--- src/rtl/useq_pkg.sv ---
package useq_pkg;

   typedef enum logic [1:0] {
      BC_NEXT = 2'd0,
      BC_JUMP = 2'd1,
      BC_COND = 2'd2,
      BC_MAP  = 2'd3
   } bc_e;

   // mutually exclusive groups, stored encoded (0 = none)
   localparam int N_BUS  = 4;
   localparam int N_ALU  = 3;
   localparam int N_MEM  = 2;
   localparam int BUS_CW = $clog2(N_BUS + 1);
   localparam int ALU_CW = $clog2(N_ALU + 1);
   localparam int MEM_CW = $clog2(N_MEM + 1);

   localparam logic [BUS_CW-1:0] BUS_NONE = BUS_CW'(0);
   localparam logic [BUS_CW-1:0] BUS_PC   = BUS_CW'(1);
   localparam logic [BUS_CW-1:0] BUS_C    = BUS_CW'(2);
   localparam logic [BUS_CW-1:0] BUS_MD   = BUS_CW'(3);
   localparam logic [BUS_CW-1:0] BUS_REG  = BUS_CW'(4);

   localparam logic [ALU_CW-1:0] ALU_NONE = ALU_CW'(0);
   localparam logic [ALU_CW-1:0] ALU_ADD  = ALU_CW'(1);
   localparam logic [ALU_CW-1:0] ALU_SUB  = ALU_CW'(2);
   localparam logic [ALU_CW-1:0] ALU_AND  = ALU_CW'(3);

   localparam logic [MEM_CW-1:0] MEM_NONE = MEM_CW'(0);
   localparam logic [MEM_CW-1:0] MEM_RD   = MEM_CW'(1);
   localparam logic [MEM_CW-1:0] MEM_WR   = MEM_CW'(2);

   // horizontal (one bit per line) field
   localparam int H_MA_IN = 0;
   localparam int H_INC4  = 1;
   localparam int H_C_IN  = 2;
   localparam int H_PC_IN = 3;
   localparam int H_IR_IN = 4;
   localparam int H_A_IN  = 5;
   localparam int H_R_IN  = 6;
   localparam int H_GRA   = 7;
   localparam int H_GRB   = 8;
   localparam int H_GRC   = 9;
   localparam int H_WAIT  = 10;
   localparam int H_END   = 11;
   localparam int N_HORZ  = 12;

   // output vector layout
   localparam int CTL_BUS_LSB  = 0;
   localparam int CTL_ALU_LSB  = CTL_BUS_LSB + N_BUS;
   localparam int CTL_MEM_LSB  = CTL_ALU_LSB + N_ALU;
   localparam int CTL_HORZ_LSB = CTL_MEM_LSB + N_MEM;
   localparam int N_CTL        = CTL_HORZ_LSB + N_HORZ;
   localparam int CTL_WAIT     = CTL_HORZ_LSB + H_WAIT;
   localparam int CTL_END      = CTL_HORZ_LSB + H_END;

   // control store layout
   localparam int A_FETCH   = 0;
   localparam int A_DISP    = 2;
   localparam int A_NOP     = 3;
   localparam int A_ADD     = 4;
   localparam int A_SUB     = 7;
   localparam int A_ST      = 10;
   localparam int A_BZ      = 13;
   localparam int A_BZ_NT   = 14;
   localparam int A_PCLOAD  = 15;
   localparam int A_JMP     = 16;
   localparam int A_TST     = 17;
   localparam int A_TST_NT  = 18;
   localparam int A_TST_T   = 19;
   localparam int A_EXC     = 20;
   localparam int A_LAST    = 21;

endpackage

--- src/rtl/useq_onehot_dec.sv ---
module useq_onehot_dec #(
   parameter int M  = 4,
   localparam int CW = $clog2(M + 1)
) (
   input  logic [CW-1:0] code,
   output logic [M-1:0]  lines
);
   for (genvar i = 0; i < M; i++) begin : g_line
      assign lines[i] = (code == CW'(i + 1));
   end
endmodule

--- src/rtl/useq_store.sv ---
module useq_store
   import useq_pkg::*;
#(
   parameter int UPC_W  = 5,
   parameter int OPC_W  = 4,
   parameter int CSEL_W = 2
) (
   input  logic [UPC_W-1:0]  upc,
   input  logic [OPC_W-1:0]  opcode,
   output logic [BUS_CW-1:0] bus_code,
   output logic [ALU_CW-1:0] alu_code,
   output logic [MEM_CW-1:0] mem_code,
   output logic [N_HORZ-1:0] horz,
   output bc_e               bc,
   output logic [CSEL_W-1:0] csel,
   output logic [UPC_W-1:0]  baddr,
   output logic [UPC_W-1:0]  map_addr
);
   always_comb begin
      bus_code = BUS_NONE;
      alu_code = ALU_NONE;
      mem_code = MEM_NONE;
      horz     = '0;
      bc       = BC_NEXT;
      csel     = '0;
      baddr    = '0;
      case (int'(upc))
         0: begin
            bus_code = BUS_PC;  mem_code = MEM_RD;
            horz[H_MA_IN] = 1'b1; horz[H_INC4] = 1'b1; horz[H_C_IN] = 1'b1;
         end
         1: begin
            bus_code = BUS_C;
            horz[H_PC_IN] = 1'b1; horz[H_WAIT] = 1'b1;
         end
         A_DISP: begin
            bus_code = BUS_MD; horz[H_IR_IN] = 1'b1; bc = BC_MAP;
         end
         A_NOP, A_ST + 2, A_BZ_NT, A_TST_NT, A_LAST: horz[H_END] = 1'b1;
         A_ADD, A_SUB: begin
            bus_code = BUS_REG; horz[H_GRB] = 1'b1; horz[H_A_IN] = 1'b1;
         end
         A_ADD + 1, A_SUB + 1: begin
            bus_code = BUS_REG; horz[H_GRC] = 1'b1; horz[H_C_IN] = 1'b1;
            alu_code = (int'(upc) == A_ADD + 1) ? ALU_ADD : ALU_SUB;
         end
         A_ADD + 2, A_SUB + 2: begin
            bus_code = BUS_C;
            horz[H_GRA] = 1'b1; horz[H_R_IN] = 1'b1; horz[H_END] = 1'b1;
         end
         A_ST: begin
            bus_code = BUS_REG; horz[H_GRB] = 1'b1; horz[H_MA_IN] = 1'b1;
         end
         A_ST + 1: begin
            bus_code = BUS_REG; mem_code = MEM_WR;
            horz[H_GRA] = 1'b1; horz[H_WAIT] = 1'b1;
         end
         A_BZ: begin
            bc = BC_COND; csel = CSEL_W'(0); baddr = UPC_W'(A_PCLOAD);
         end
         A_PCLOAD: begin
            bus_code = BUS_REG;
            horz[H_GRC] = 1'b1; horz[H_PC_IN] = 1'b1; horz[H_END] = 1'b1;
         end
         A_JMP: begin
            bc = BC_JUMP; baddr = UPC_W'(A_PCLOAD);
         end
         A_TST: begin
            bc = BC_COND; csel = CSEL_W'(3); baddr = UPC_W'(A_TST_T);
         end
         A_TST_T: begin
            bus_code = BUS_REG; alu_code = ALU_AND;
            horz[H_GRB] = 1'b1; horz[H_C_IN] = 1'b1; horz[H_END] = 1'b1;
         end
         A_EXC: begin
            bus_code = BUS_PC; horz[H_MA_IN] = 1'b1;
         end
         default: ;
      endcase
   end

   always_comb begin
      case (int'(opcode))
         0:       map_addr = UPC_W'(A_NOP);
         1:       map_addr = UPC_W'(A_ADD);
         2:       map_addr = UPC_W'(A_SUB);
         3:       map_addr = UPC_W'(A_ST);
         4:       map_addr = UPC_W'(A_BZ);
         5:       map_addr = UPC_W'(A_JMP);
         7:       map_addr = UPC_W'(A_TST);
         default: map_addr = UPC_W'(A_NOP);
      endcase
   end
endmodule

--- src/rtl/useq_next.sv ---
module useq_next
   import useq_pkg::*;
#(
   parameter int UPC_W   = 5,
   parameter int CC_W    = 4,
   parameter int CSEL_W  = 2,
   parameter int EXC_VEC = 20
) (
   input  logic              clk,
   input  logic              rst,
   input  bc_e               bc,
   input  logic [CSEL_W-1:0] csel,
   input  logic [UPC_W-1:0]  baddr,
   input  logic [UPC_W-1:0]  map_addr,
   input  logic [CC_W-1:0]   cond_in,
   input  logic              wait_bit,
   input  logic              end_bit,
   input  logic              mem_done,
   input  logic              exc_req,
   output logic [UPC_W-1:0]  upc
);
   logic [UPC_W-1:0] upc_inc, upc_nxt;
   logic             hold, pend_q, pend_any, cond_hit;

   assign upc_inc  = upc + 1'b1;
   assign hold     = wait_bit & ~mem_done;
   assign pend_any = pend_q | exc_req;
   assign cond_hit = cond_in[csel];

   always_comb begin
      if (hold)         upc_nxt = upc;
      else if (end_bit) upc_nxt = pend_any ? UPC_W'(EXC_VEC) : '0;
      else begin
         case (bc)
            BC_NEXT: upc_nxt = upc_inc;
            BC_JUMP: upc_nxt = baddr;
            BC_COND: upc_nxt = cond_hit ? baddr : upc_inc;
            default: upc_nxt = map_addr;
         endcase
      end
   end

   always_ff @(posedge clk) begin
      if (rst) begin
         upc    <= '0;
         pend_q <= 1'b0;
      end else begin
         upc    <= upc_nxt;
         pend_q <= (end_bit & ~hold) ? 1'b0 : pend_any;
      end
   end
endmodule

--- src/rtl/useq_ctrl.sv ---
module useq_ctrl
   import useq_pkg::*;
#(
   parameter int UPC_W = 5,
   parameter int OPC_W = 4,
   parameter int CC_W  = 4
) (
   input  logic               clk,
   input  logic               rst,
   input  logic [OPC_W-1:0]   opcode,
   input  logic [CC_W-1:0]    cond_in,
   input  logic               mem_done,
   input  logic               exc_req,
   output logic [UPC_W-1:0]   upc_o,
   output logic [N_CTL-1:0]   ctl_o
);
   localparam int CSEL_W = (CC_W > 1) ? $clog2(CC_W) : 1;

   if (UPC_W < 5 || OPC_W < 3 || CC_W < 4) begin : g_bad_params
      initial $fatal(1, "useq_ctrl: store needs UPC_W>=5, OPC_W>=3, CC_W>=4");
   end

   logic [UPC_W-1:0]  upc;
   logic [BUS_CW-1:0] st_bus;
   logic [ALU_CW-1:0] st_alu;
   logic [MEM_CW-1:0] st_mem;
   logic [N_HORZ-1:0] st_horz;
   bc_e               st_bc;
   logic [CSEL_W-1:0] st_csel;
   logic [UPC_W-1:0]  st_baddr, st_map;

   useq_store #(.UPC_W(UPC_W), .OPC_W(OPC_W), .CSEL_W(CSEL_W)) u_store (
      .upc(upc), .opcode(opcode),
      .bus_code(st_bus), .alu_code(st_alu), .mem_code(st_mem), .horz(st_horz),
      .bc(st_bc), .csel(st_csel), .baddr(st_baddr), .map_addr(st_map)
   );

   useq_next #(.UPC_W(UPC_W), .CC_W(CC_W), .CSEL_W(CSEL_W), .EXC_VEC(A_EXC)) u_next (
      .clk(clk), .rst(rst), .bc(st_bc), .csel(st_csel), .baddr(st_baddr),
      .map_addr(st_map), .cond_in(cond_in),
      .wait_bit(st_horz[H_WAIT]), .end_bit(st_horz[H_END]),
      .mem_done(mem_done), .exc_req(exc_req), .upc(upc)
   );

   useq_onehot_dec #(.M(N_BUS)) u_bus_dec (
      .code(st_bus), .lines(ctl_o[CTL_BUS_LSB +: N_BUS]));
   useq_onehot_dec #(.M(N_ALU)) u_alu_dec (
      .code(st_alu), .lines(ctl_o[CTL_ALU_LSB +: N_ALU]));
   useq_onehot_dec #(.M(N_MEM)) u_mem_dec (
      .code(st_mem), .lines(ctl_o[CTL_MEM_LSB +: N_MEM]));

   assign ctl_o[CTL_HORZ_LSB +: N_HORZ] = st_horz;
   assign upc_o = upc;
endmodule

--- config.mk ---
export PLATFORM = sky130hd
export DESIGN_NAME = useq_ctrl
export DESIGN_NICKNAME = d
export VERILOG_FILES = /design/src/rtl/useq_pkg.sv /design/src/rtl/useq_onehot_dec.sv /design/src/rtl/useq_store.sv /design/src/rtl/useq_next.sv /design/src/rtl/useq_ctrl.sv
export SDC_FILE = /design/constraint.sdc
export NUM_CORES = 1
export LEC_CHECK = 0
export BUFFER_PORTS_ARGS = -buffer_cell sky130_fd_sc_hd__buf_2
export CORE_UTILIZATION = 45
export DETAILED_ROUTE_END_ITERATION = 12
export GPL_ROUTABILITY_DRIVEN = 1
export GPL_TIMING_DRIVEN = 0
export PLACE_DENSITY = 0.83
export SLEW_MARGIN = 10
export SYNTH_ARGS = -nofsm -noshare
export SYNTH_HDL_FRONTEND = slang
export SYNTH_SLANG_ARGS = --single-unit
--- constraint.sdc ---
create_clock -name clk -period 1.8 [get_ports clk]
set_input_delay 0 -clock clk [delete_from_list [all_inputs] [get_ports clk]]
set_output_delay 0 -clock clk [all_outputs]
set_load 0.05 [all_outputs]
# [Yosys cells after proc, flatten, opt, wreduce, memory -nomap -nowiden]
# Index checks and enable logic that the tools add are counted.
# W data, S select, Z words.
[word_totals] out_inout_bits=26 reg_bits=6 input_bits=12 word_cells=93
[op_classes] magnitude_cmp=1 add_sub_neg=1 n_eq_ne=39 muxes=26 bitwise=5 n_reduce_logical=19
[ops] operator="$eq A5 B4 Y1 const B" count=9
[ops] operator="$eq A5 B5 Y1 const B" count=6
[ops] operator="$pmux W5 S6" count=1
[ops] operator="$eq A5 B3 Y1 const B" count=4
[ops] operator="$reduce_or A2 Y1" count=9
[ops] operator="$mux W5" count=3
[ops] operator="$pmux W5 S3" count=1
[ops] operator="$mux W1" count=13
[ops] operator="$eq A4 B3 Y1 const B" count=3
[ops] operator="$pmux W3 S4" count=1
[ops] operator="$reduce_or A3 Y1" count=4
[ops] operator="$eq A5 B2 Y1 const B" count=2
[ops] operator="$pmux W5 S2" count=1
[ops] operator="$reduce_or A9 Y1" count=1
[ops] operator="$eq A2 B2 Y1 const B" count=4
[ops] operator="$eq A4 B2 Y1 const B" count=2
[ops] operator="$pmux W2 S2" count=2
[ops] operator="$reduce_or A4 Y1" count=2
[ops] operator="$reduce_or A8 Y1" count=1
[ops] operator="$eq A2 B1 Y1 const B" count=3
[ops] operator="$eq A3 B2 Y1 const B" count=2
[ops] operator="$pmux W2 S3" count=1
[ops] operator="$add A5 B1 Y5 const B" count=1
[ops] operator="$eq A5 B1 Y1 const B" count=1
[ops] operator="11 further kinds" count=14

# [Depth between registers and ports, before layout]
# Gate-level depths: netlist of run 1.
[logic_depth] word_depth=7 ltp_mapped=9 depth_no_buf=8

# [Cells and area by module]
# Synthesis of run 1 repeated with hierarchy kept, for this count alone.
[unflattened] hier_cells=171 area_unflattened_um2=1204.9
[modules_own_cells] module="useq_store" instances=1 seq_area_each_um2=0.0 area_per_inst_um2=656.9 cells_each=107
[modules_own_cells] module="useq_next" instances=1 seq_area_each_um2=120.1 area_per_inst_um2=478.0 cells_each=55
[modules_own_cells] module="useq_onehot_dec at u_bus_dec" instances=1 seq_area_each_um2=0.0 area_per_inst_um2=32.5 cells_each=4
[modules_own_cells] module="useq_onehot_dec at u_alu_dec" instances=1 seq_area_each_um2=0.0 area_per_inst_um2=22.5 cells_each=3
[modules_own_cells] module="useq_onehot_dec at u_mem_dec" instances=1 seq_area_each_um2=0.0 area_per_inst_um2=15.0 cells_each=2

# [Worst setup path before layout of run 1]
# OpenSTA, ideal clock, no wires.
[synth_timing] path_type="flip-flop to output port" start="reg u_next.upc[0]" end="out ctl_o[0]" required_ps=1800 path_buffers=1 arrival_time_ps=3715 stages_incl_launch_ff=9 setup_slack_ps=-1915 path_cell_list="dfxtp_1 -> inv_1 -> ha_1 -> buf_2 -> o21bai_1 -> mux2_2 -> o22ai_1 -> nand3b_1 -> nor4_1"
[synth_between] elab_chain_len=4 word_cells_on_any_way=19 cone_classes="eq/ne (14); mux (1); reduce/logical (4)"
[synth_rtl] element="from (decl)" line_no="useq_next.sv:20" rtl="output logic [UPC_W-1:0] upc"
[synth_rtl] element="from (signal assigned)" line_no="useq_next.sv:48" rtl="upc <= upc_nxt;"
[synth_rtl] element="$eq A5 B4 Y1, or another cell as far along" line_no="useq_store.sv:27" rtl="case (int'(upc))"
[synth_rtl] element="$reduce_or A8 Y1 (no line), or another cell as far along"
[synth_rtl] element="$pmux W3 S4 (*)" line_no="useq_store.sv:27"
[synth_rtl] element="$eq A3 B1 Y1 (*)" line_no="useq_onehot_dec.sv:9" rtl="assign lines[i] = (code == CW'(i + 1));"
[synth_rtl] element="to (decl)" line_no="useq_ctrl.sv:15" rtl="output logic [N_CTL-1:0] ctl_o"
# Every way passes the cells marked *; elsewhere a longest branch is shown, timed or not.

# [Worst setup path in the final report of run 1]
[layout_timing] start="reg u_next.upc[3]" end="out ctl_o[2]"
[layout_between] elab_chain_len=4 word_cells_on_any_way=19 cone_classes="eq/ne (14); mux (1); reduce/logical (4)"
[layout_rtl] element="$eq A5 B4 Y1, or another cell as far along" line_no="useq_store.sv:27"
[layout_rtl] element="$reduce_or A8 Y1 (no line), or another cell as far along"
[layout_rtl] element="$pmux W3 S4 (*)" line_no="useq_store.sv:27"
[layout_rtl] element="$eq A3 B2 Y1 (*)" line_no="useq_onehot_dec.sv:9"
# Marks and branches as above.

==> results of run 1 <==
## Yosys cell counts, drive strengths merged, types with 2 or more instances
cell type / instances / share of area
nor3: 3 / 0.013
nand2: 11 / 0.037
a21o: 2 / 0.013
o21ai: 12 / 0.054
buf: 13 / 0.093
nand3b: 6 / 0.040
mux2: 2 / 0.020
o22ai: 3 / 0.017
dfxtp: 6 / 0.11
nor2: 18 / 0.063
nand2b: 7 / 0.039
inv: 9 / 0.030
clkbuf: 2 / 0.0067
a211oi: 4 / 0.027
nor2b: 4 / 0.022
ha: 5 / 0.056
nand3: 4 / 0.018
xnor2: 2 / 0.016
o21bai: 3 / 0.020
mux2i: 2 / 0.029
nor4: 4 / 0.028
a21oi: 8 / 0.036
a211o: 2 / 0.016
a31oi: 6 / 0.047
a221oi: 2 / 0.021
## through the flow
step	TNS (ns)	hold WS [ns]	std cells	utilization	cell area, sq um
floorplan	-2.41	0.0793	156	-	1250
detailed placement	-2.75	0.296	219	0.640	1460
finish	-3.68	0.0541	261	0.934	2130
CTS	-1.71	0.0375	245	0.817	1860
global route	-4.32	0.0640	261	0.934	2130
global placement	-2.46	0.274	219	0.640	1460
## worst min-delay path by stage
| stage | slack (ns) | cells after the start | to | start |
|---|---|---|---|---|
| after CTS | 0.04 | 2 | u_next.upc[0] | rst |
| final | 0.05 | 2 | u_next.pend_q | rst |
| after detailed placement | 0.30 | 2 | u_next.pend_q | rst |
| after global placement | 0.27 | 2 | u_next.pend_q | rst |
| after floorplan | 0.08 | 1 | u_next.pend_q | rst |
| after global routing | 0.06 | 2 | u_next.pend_q | rst |
## flip-flops by register name, summed over array words and instances, names as in the netlist
| register | count |
|---|---|
| u_next.pend_q | 1 |
| u_next.upc | 5 |
## logic make-up (layout without fill, tap and decap cells)
kind of cell | count (synthesis) | count (layout) | share of synthesized area
compound gates | 49 | 49 | 0.310
xor+xnor | 2 | 2 | 0.0157
fa+ha+maj | 5 | 5 | 0.0559
buf+inv | 24 | 101 | 0.130
flops | 6 | 6 | 0.107
mux | 4 | 4 | 0.0492
simple gates | 66 | 66 | 0.332
## worst register-to-register path, cell delays in order (launching register included)
cell	delay [ns]
dfxtp_4	0.38
inv_6	0.09
ha_4	0.13
buf_6	0.10
or2b_4	0.30
buf_4	0.15
buf_4	0.15
a21o_1	0.16
a31oi_1	0.19
a31oi_1	0.15
a221oi_2	0.27
## cell type report
class | instances | area, sq um
multi-input combinational | 126 | 1150
timing repair buffer | 77 | 588
fill | 73 | 150
buffer | 12 | 144
sequential | 6 | 139
inverter | 9 | 48.8
tap | 28 | 35.0
clock buffer | 3 | 22.5
## per-layer routing
layer,track usage,part of all wire,wire length (um)
met2,0.594,0.44,2830
met1,0.437,0.36,2330
met4,0.131,0.097,627
met3,0.0731,0.10,648
met5,0,0,0
## what timing repair did
action	CTS	global route
resized for setup	55	39
cloned	1	0
setup buffers	25	16
setup endpoints to repair	17	18
pin swaps	15	6
==> flow_summary.yaml, run 1 <==
setup_path:
  cp-startpoint: "u_next.upc[3]"
  r2r_cells: 10
  worstSetupEndpointType: "output pin"
  cp.required_ns: 1.80
  cp_slowest_stage_delay_ns: 0.38
  cp-endpoint: "ctl_o[2]"
  cp_top_family: "buffers and inverters"
  r2r_start: "u_next.upc[0]"
  crit_arrival_ns: 2.18
  critPathBufInv: 4
  critPathSlowestCell: "dfxtp_4"
  r2r_slack_ns: -0.37
  start_kind: "flop"
  path_depth: 9
  r2r-end: "u_next.upc[3]"
  critPathMaxFanout: 10
  path_common_cell: "buf_6"
  path_cells: "buf_6 > buf_6 > nand3b_1 > o21ai_2 > a21oi_2 > nand3b_1 > buf_6 > nor4_4 > buf_6"
  path_class: "flop to output pin"
synthesis:
  yosysWarnings: 0
  ys_seq_elements: 6
  ys.flop_type: "dfxtp_1"
  netlist_instances: 156
  syn_nets: 173
  synthesis.area_sq_mm: 0.00112
  yosysSeqAreaShare: 0.107
  synth_edf_count: 0
  yosysUniqueCellTypes: 50
  async_reset_ff_frac: 0
  postSynthAreaPerCell_sq_um: 7.17
layout:
  fin_nets: 252
  final_common_cell: "buf_4"
  layout_common_cells: "39 x buf_4, 23 x buf_2, 20 x buf_6, 13 x nor2_1, 9 x nand2_1"
  antennaDiodeCount: 0
  area_growth_pct: 90.0
  drive_above_1_share: 0.639
placement:
  post-dp-hpwl_um: 2530
  portBuffers: 35
  gp_congestion: 0.900
  dp_slack_ns: -0.500
detailed_routing:
  vias: 1812
  dr.pass1.iters: 5
  wl_um: 6430
  routedWlPerCell_um: 24.7
  drt_iter0_drc: 179
  detail-route-antenna-nets: 0
  drc: 0
  vias_per_cell: 6.94
outcome:
  status: "complete, but fails checks"
  violations: "negative setup slack"
die:
  ios: 38
  initial_core_util: 0.491
  fp-row-count: 17
  die_area_sq_mm: 0.00269
  fp.dieW_um: 51.9
  die_y_um: 51.9
  coreArea_sq_mm: 0.00228
clock_network:
  path_clk_slew_ns: 0.05
  hold_buffers: 0
  cts_buffers: 3
  clockBufferDepth: 2
  cts_tree: "built"
  clockRootBuffer: "clkbuf_4"
  htreeDepth: 1
  cts.sinks: 6
  clock_latency_ns: 0.26
sta:
  fmax_mhz: 458
  hold_violations: 0
  worst_pin_slew_ns: 0.667
  post-route-min-period_ns: 2.18
  skew_ns: 0.00153
  relSlewSlack: 0.552
  setup_slack_ns: -0.381
  finalCritPeriodShare: 1.21
  setup_violations: 17
  final-max-slew-violation-count: 0
  rsz0062_at_grt: "true"
global_routing:
  track_usage: 0.353
  antenna_found_initial: 0
  overflow: 0
  grt_pass1_wl_um: 7020
  grt_pass1_vias: 1489
  grt_max_degree: 12
flow_run:
  drv_cap: 0
worst_hold_path:
  hp-class: "input pin to flop"
Power of run 1 is left out: the tool's default activity adds up to more than one toggle a clock period on the data nets, which glitch-free logic cannot reach.
==> inputs of run 2 (changes only) <==
- CORE_UTILIZATION: 45 -> 48
- CTS_BUF_LIST: default -> sky130_fd_sc_hd__clkbuf_8
- PLACE_DENSITY: 0.83 -> 0.86
- SETUP_SLACK_MARGIN: default -> 0.2
- SYNTH_HIERARCHICAL: default -> 1
==> flow_summary.yaml, run 2 <==
outcome:
  status: "aborted with a tool error"
  error: "[ERROR DPL-0038] Utilization greater than 100%, impossible to legalize"
  failing_step: "global routing (5_1_grt)"
sta:
  worst_path_end_type: "sequential cell input"
  grt-worst-endpoint: "u_next/upc[2]$_SDFFE_PP0N_/D"
synthesis:
  yosysSeqAreaShare: 0.0997
  async_reset_ff_frac: 0
  postSynthAreaPerCell_sq_um: 7.05
  yosysMostFrequentCell: "a21oi_1"
  synth_area_leaders: "dfxtp_1 10%, a21oi_1 8.7%, mux2i_1 8.3%, a211oi_1 5.0%, buf_4 5.0%"
  ys_seq_elements: 6
  netlist_instances: 171
  yosysWarnings: 6
  synth_edf_count: 0
  synthesis.area_sq_mm: 0.00120
  yosys.area.top_type: "dfxtp_1"
  synth_top_area_frac: 0.0997
  syn_nets: 184
  ys.flop_type: "dfxtp_1"
  synth_common_cells: "21 x a21oi_1, 14 x nor2_1, 12 x nand2_1, 10 x mux2i_1"
  yosysUniqueCellTypes: 54
placement:
  dp_slack_ns: -0.351
  gp_congestion: 0.881
  portBuffers: 37
  postPlaceCellArea_sq_mm: 0.00166
  post-dp-hpwl_um: 2720
  dp.cells: 236
clock_network:
  cts.sinks: 6
  clockRootBuffer: "clkbuf_8"
  hold_buffers: 0
  htreeDepth: 1
  clockBufferDepth: 2
  cts_buffers: 3
die:
  die_y_um: 52.1
  fp-row-count: 17
  fp.dieW_um: 52.1
  ios: 38
  initial_core_util: 0.525
global_routing:
  grt_max_degree: 11
==> run 2: changes by cell type after synthesis, sizes merged, moves of 4 or more <==
cell    previous run  this run
a211oi             4         8
a21oi              8        22
a31oi              6         1
buf               13        18
ha                 5         1
inv                9         3
mux2i              2        10
nor3b              0         5
o21ai             12         5
==> run 2: metrics by stage <==
step                      hold slack [ns]  setup TNS (ns)
after floorplan                    0.0687          -0.995
after CTS                          0.0573          -0.706
after global placement              0.261           -1.25
after detailed placement            0.274           -1.72
==> run 2: cells by family after synthesis <==
family | synth area share
AO/OA/AOI/OAI | 0.258
AND/OR/NAND/NOR | 0.382
XOR/XNOR | 0.0364
buffers and inverters | 0.112
flip-flops | 0.0997
multiplexers | 0.102
adder cells (fa/ha/maj) | 0.0104
==> run 2: repair_timing <==
action                     CTS
setup buffers               25
setup endpoints to repair   18
gates resized for setup     48
pin swaps                   18
==> inputs of run 3 (changes only) <==
- CORE_AREA: default -> 2 2 63 65
- CORE_UTILIZATION: 48 -> default
- CTS_BUF_LIST: sky130_fd_sc_hd__clkbuf_8 -> default
- DIE_AREA: default -> 0 0 65 67
- PLACE_DENSITY: 0.86 -> default
- PLACE_DENSITY_LB_ADDON: default -> 0.15
- SETUP_SLACK_MARGIN: 0.2 -> default
- clock period: 1.8 -> 2.3 ns (I/O delays scaled with it)
==> flow_summary.yaml, run 3 <==
outcome:
  status: "complete, no violations"
setup_path:
  cp_slowest_stage_delay_ns: 0.56
  start_kind: "flop"
  worstSetupEndpointType: "flop"
  cp_top_family: "multiplexers"
  cp.required_ns: 2.41
  critPathBufInv: 1
  crit_arrival_ns: 2.25
  critPathSlowestCell: "mux4_2"
  path_cells: "buf_4 > nor2_4 > nand2_4 > nor2_4 > mux4_2 > nand2_4 > mux2i_1 > a2111oi_2"
  critPathMaxFanout: 13
  path_class: "flop to flop"
synthesis:
  synthesis.area_sq_mm: 0.00120
  synth_compound_area_frac: 0.258
  ys_seq_elements: 6
  yosysUniqueCellTypes: 54
  yosysWarnings: 6
  yosys-mux-area-fraction: 0.102
  yosysSeqAreaShare: 0.0997
  synth_top_area_frac: 0.0997
  syn_nets: 184
  netlist_instances: 171
  postSynthAreaPerCell_sq_um: 7.05
  synth_common_cells: "21 x a21oi_1, 14 x nor2_1, 12 x nand2_1, 10 x mux2i_1"
  yosysMostFrequentCell: "a21oi_1"
  async_reset_ff_frac: 0
  synth_area_leaders: "dfxtp_1 10%, a21oi_1 8.7%, mux2i_1 8.3%, a211oi_1 5.0%, buf_4 5.0%"
  synth_edf_count: 0
  synth_xor_xnor_area_share: 0.0363
  yosys.area_share.simple: 0.382
  ys.flop_type: "dfxtp_1"
  synth_fa_ha_area_frac: 0.0104
  yosys.area.top_type: "dfxtp_1"
  synth_top_family_by_area: "simple AND/OR/NAND/NOR gates"
clock_network:
  cts.sinks: 6
  htreeDepth: 1
  path_clk_slew_ns: 0.04
  cts_buffers: 3
  hold_buffers: 0
  clock_latency_ns: 0.22
  clockRootBuffer: "clkbuf_8"
  cts_tree: "built"
  clockBufferDepth: 2
layout:
  largest_register_ffs: 5
  antennaDiodeCount: 0
  area_growth_pct: 32.0
  final_common_cell: "buf_2"
  top_regs: "u_next/upc: 5 flops, u_next/pend_q: 1 flops"
  drive_above_1_share: 0.394
  layout_common_cells: "40 x buf_2, 21 x a21oi_1, 13 x nor2_1, 12 x buf_4, 11 x nand2_1"
  layout.cells.non_filler: 261
  fin_nets: 228
  largest-register: "u_next/upc"
sta:
  fin_setup_tns_ns: 0
  fmax_mhz: 468
  setup_violations: 0
  hold_slack_ns: 0.0301
  skew_ns: 0.00437
  finalCritPeriodShare: 0.928
  relSlewSlack: 0.725
  post-route-min-period_ns: 2.14
  final-max-slew-violation-count: 0
  hold_violations: 0
  worst_pin_slew_ns: 0.410
detailed_routing:
  wl_met3_um: 130
  dr.pass1.iters: 4
  top_layer: "met3"
  drc: 0
  detail-route-antenna-nets: 0
  met1_length_um: 1630
  vias: 1386
  drt_iter0_drc: 61
  routedWlPerCell_um: 13.1
  wl_um: 3430
  wl_met2_um: 1680
  vias_per_cell: 5.31
die:
  fp.dieW_um: 65
  die_y_um: 67
  initial_core_util: 0.334
  die_area_sq_mm: 0.00436
  ios: 38
  coreArea_sq_mm: 0.00361
  fp-row-count: 22
global_routing:
  track_usage: 0.159
  grt_pass1_wl_um: 5530
  overflow: 0
  grt_pass1_vias: 1215
  grt_max_degree: 14
  antenna_found_initial: 0
placement:
  dp.cells: 256
  gp_congestion: 0.781
  portBuffers: 37
  post-dp-hpwl_um: 2540
power_and_ir_drop:
  leakage_uw: 0.000731
  power_density_mw_per_mm2: 1590
  peakVddDrop_v: 0.000949
worst_hold_path:
  hp-class: "input pin to flop"
flow_run:
  drv_cap: 0
[run 3: cell counts after synthesis]
Identical to the previous run, type by type.
[run 3: what timing repair did]
item                                    CTS  global route
setup buffers                             0             2
pin swaps                                 0             2
endpoints found under the setup margin    2             4
resized for setup                         3            10
[run 3: worst paths after layout]
path,from,end,slack [ns],cells past startpoint
max,u_next/upc[1],u_next/upc[2],0.16,8
min,rst,u_next/upc[2],0.03,2
max reg2reg,u_next/upc[1],u_next/upc[2],0.16,8
min reg2reg,u_next/pend_q,u_next/pend_q,0.49,2
[run 3: power breakdown]
part	internal [uW]	switching, uW
Sequential	151	74.6
Combinational	693	1460
Clock	112	40.8
Total	956	1580
[run 3: final cells by class]
cell class / instances / area (sq um)
Multi-Input combinational cell: 143 / 1020
Tap cell: 48 / 60.1
Sequential cell: 6 / 129
Buffer: 19 / 133
Fill cell: 407 / 2020
Timing Repair Buffer: 39 / 200
Clock buffer: 3 / 41.3
Inverter: 3 / 11.3
[run 3: cells by family (layout without fill, tap and decap cells)]
family          Yosys count  in the layout
compound gates           48             48
xor+xnor                  5              5
fa+ha+maj                 1              1
buf+inv                  22             64
flops                     6              6
mux                      11             11
simple gates             78             78
[run 3: routing by layer]
layer,GRT usage,up-vias
met3,0.0169,0
met4,0.0239,0
met1,0.208,639
met2,0.284,29
li1,-,718
met5,0,-
[run 3: metrics by stage]
step / cell area [sq um] / util / worst slack [ns] / power [uW]
2_1_floorplan: 1260 / - / -0.117 / 1910
3_3_place_gp: 1500 / 0.417 / -0.115 / 2330
3_5_place_dp: 1500 / 0.417 / -0.0879 / 2310
4_1_cts: 1550 / 0.431 / 0.0491 / 2490
5_1_grt: 1590 / 0.441 / -0.00100 / 2710
6_report: 1590 / 0.441 / 0.165 / 2530
No activity file was read; power rests on OpenSTA's default activity.
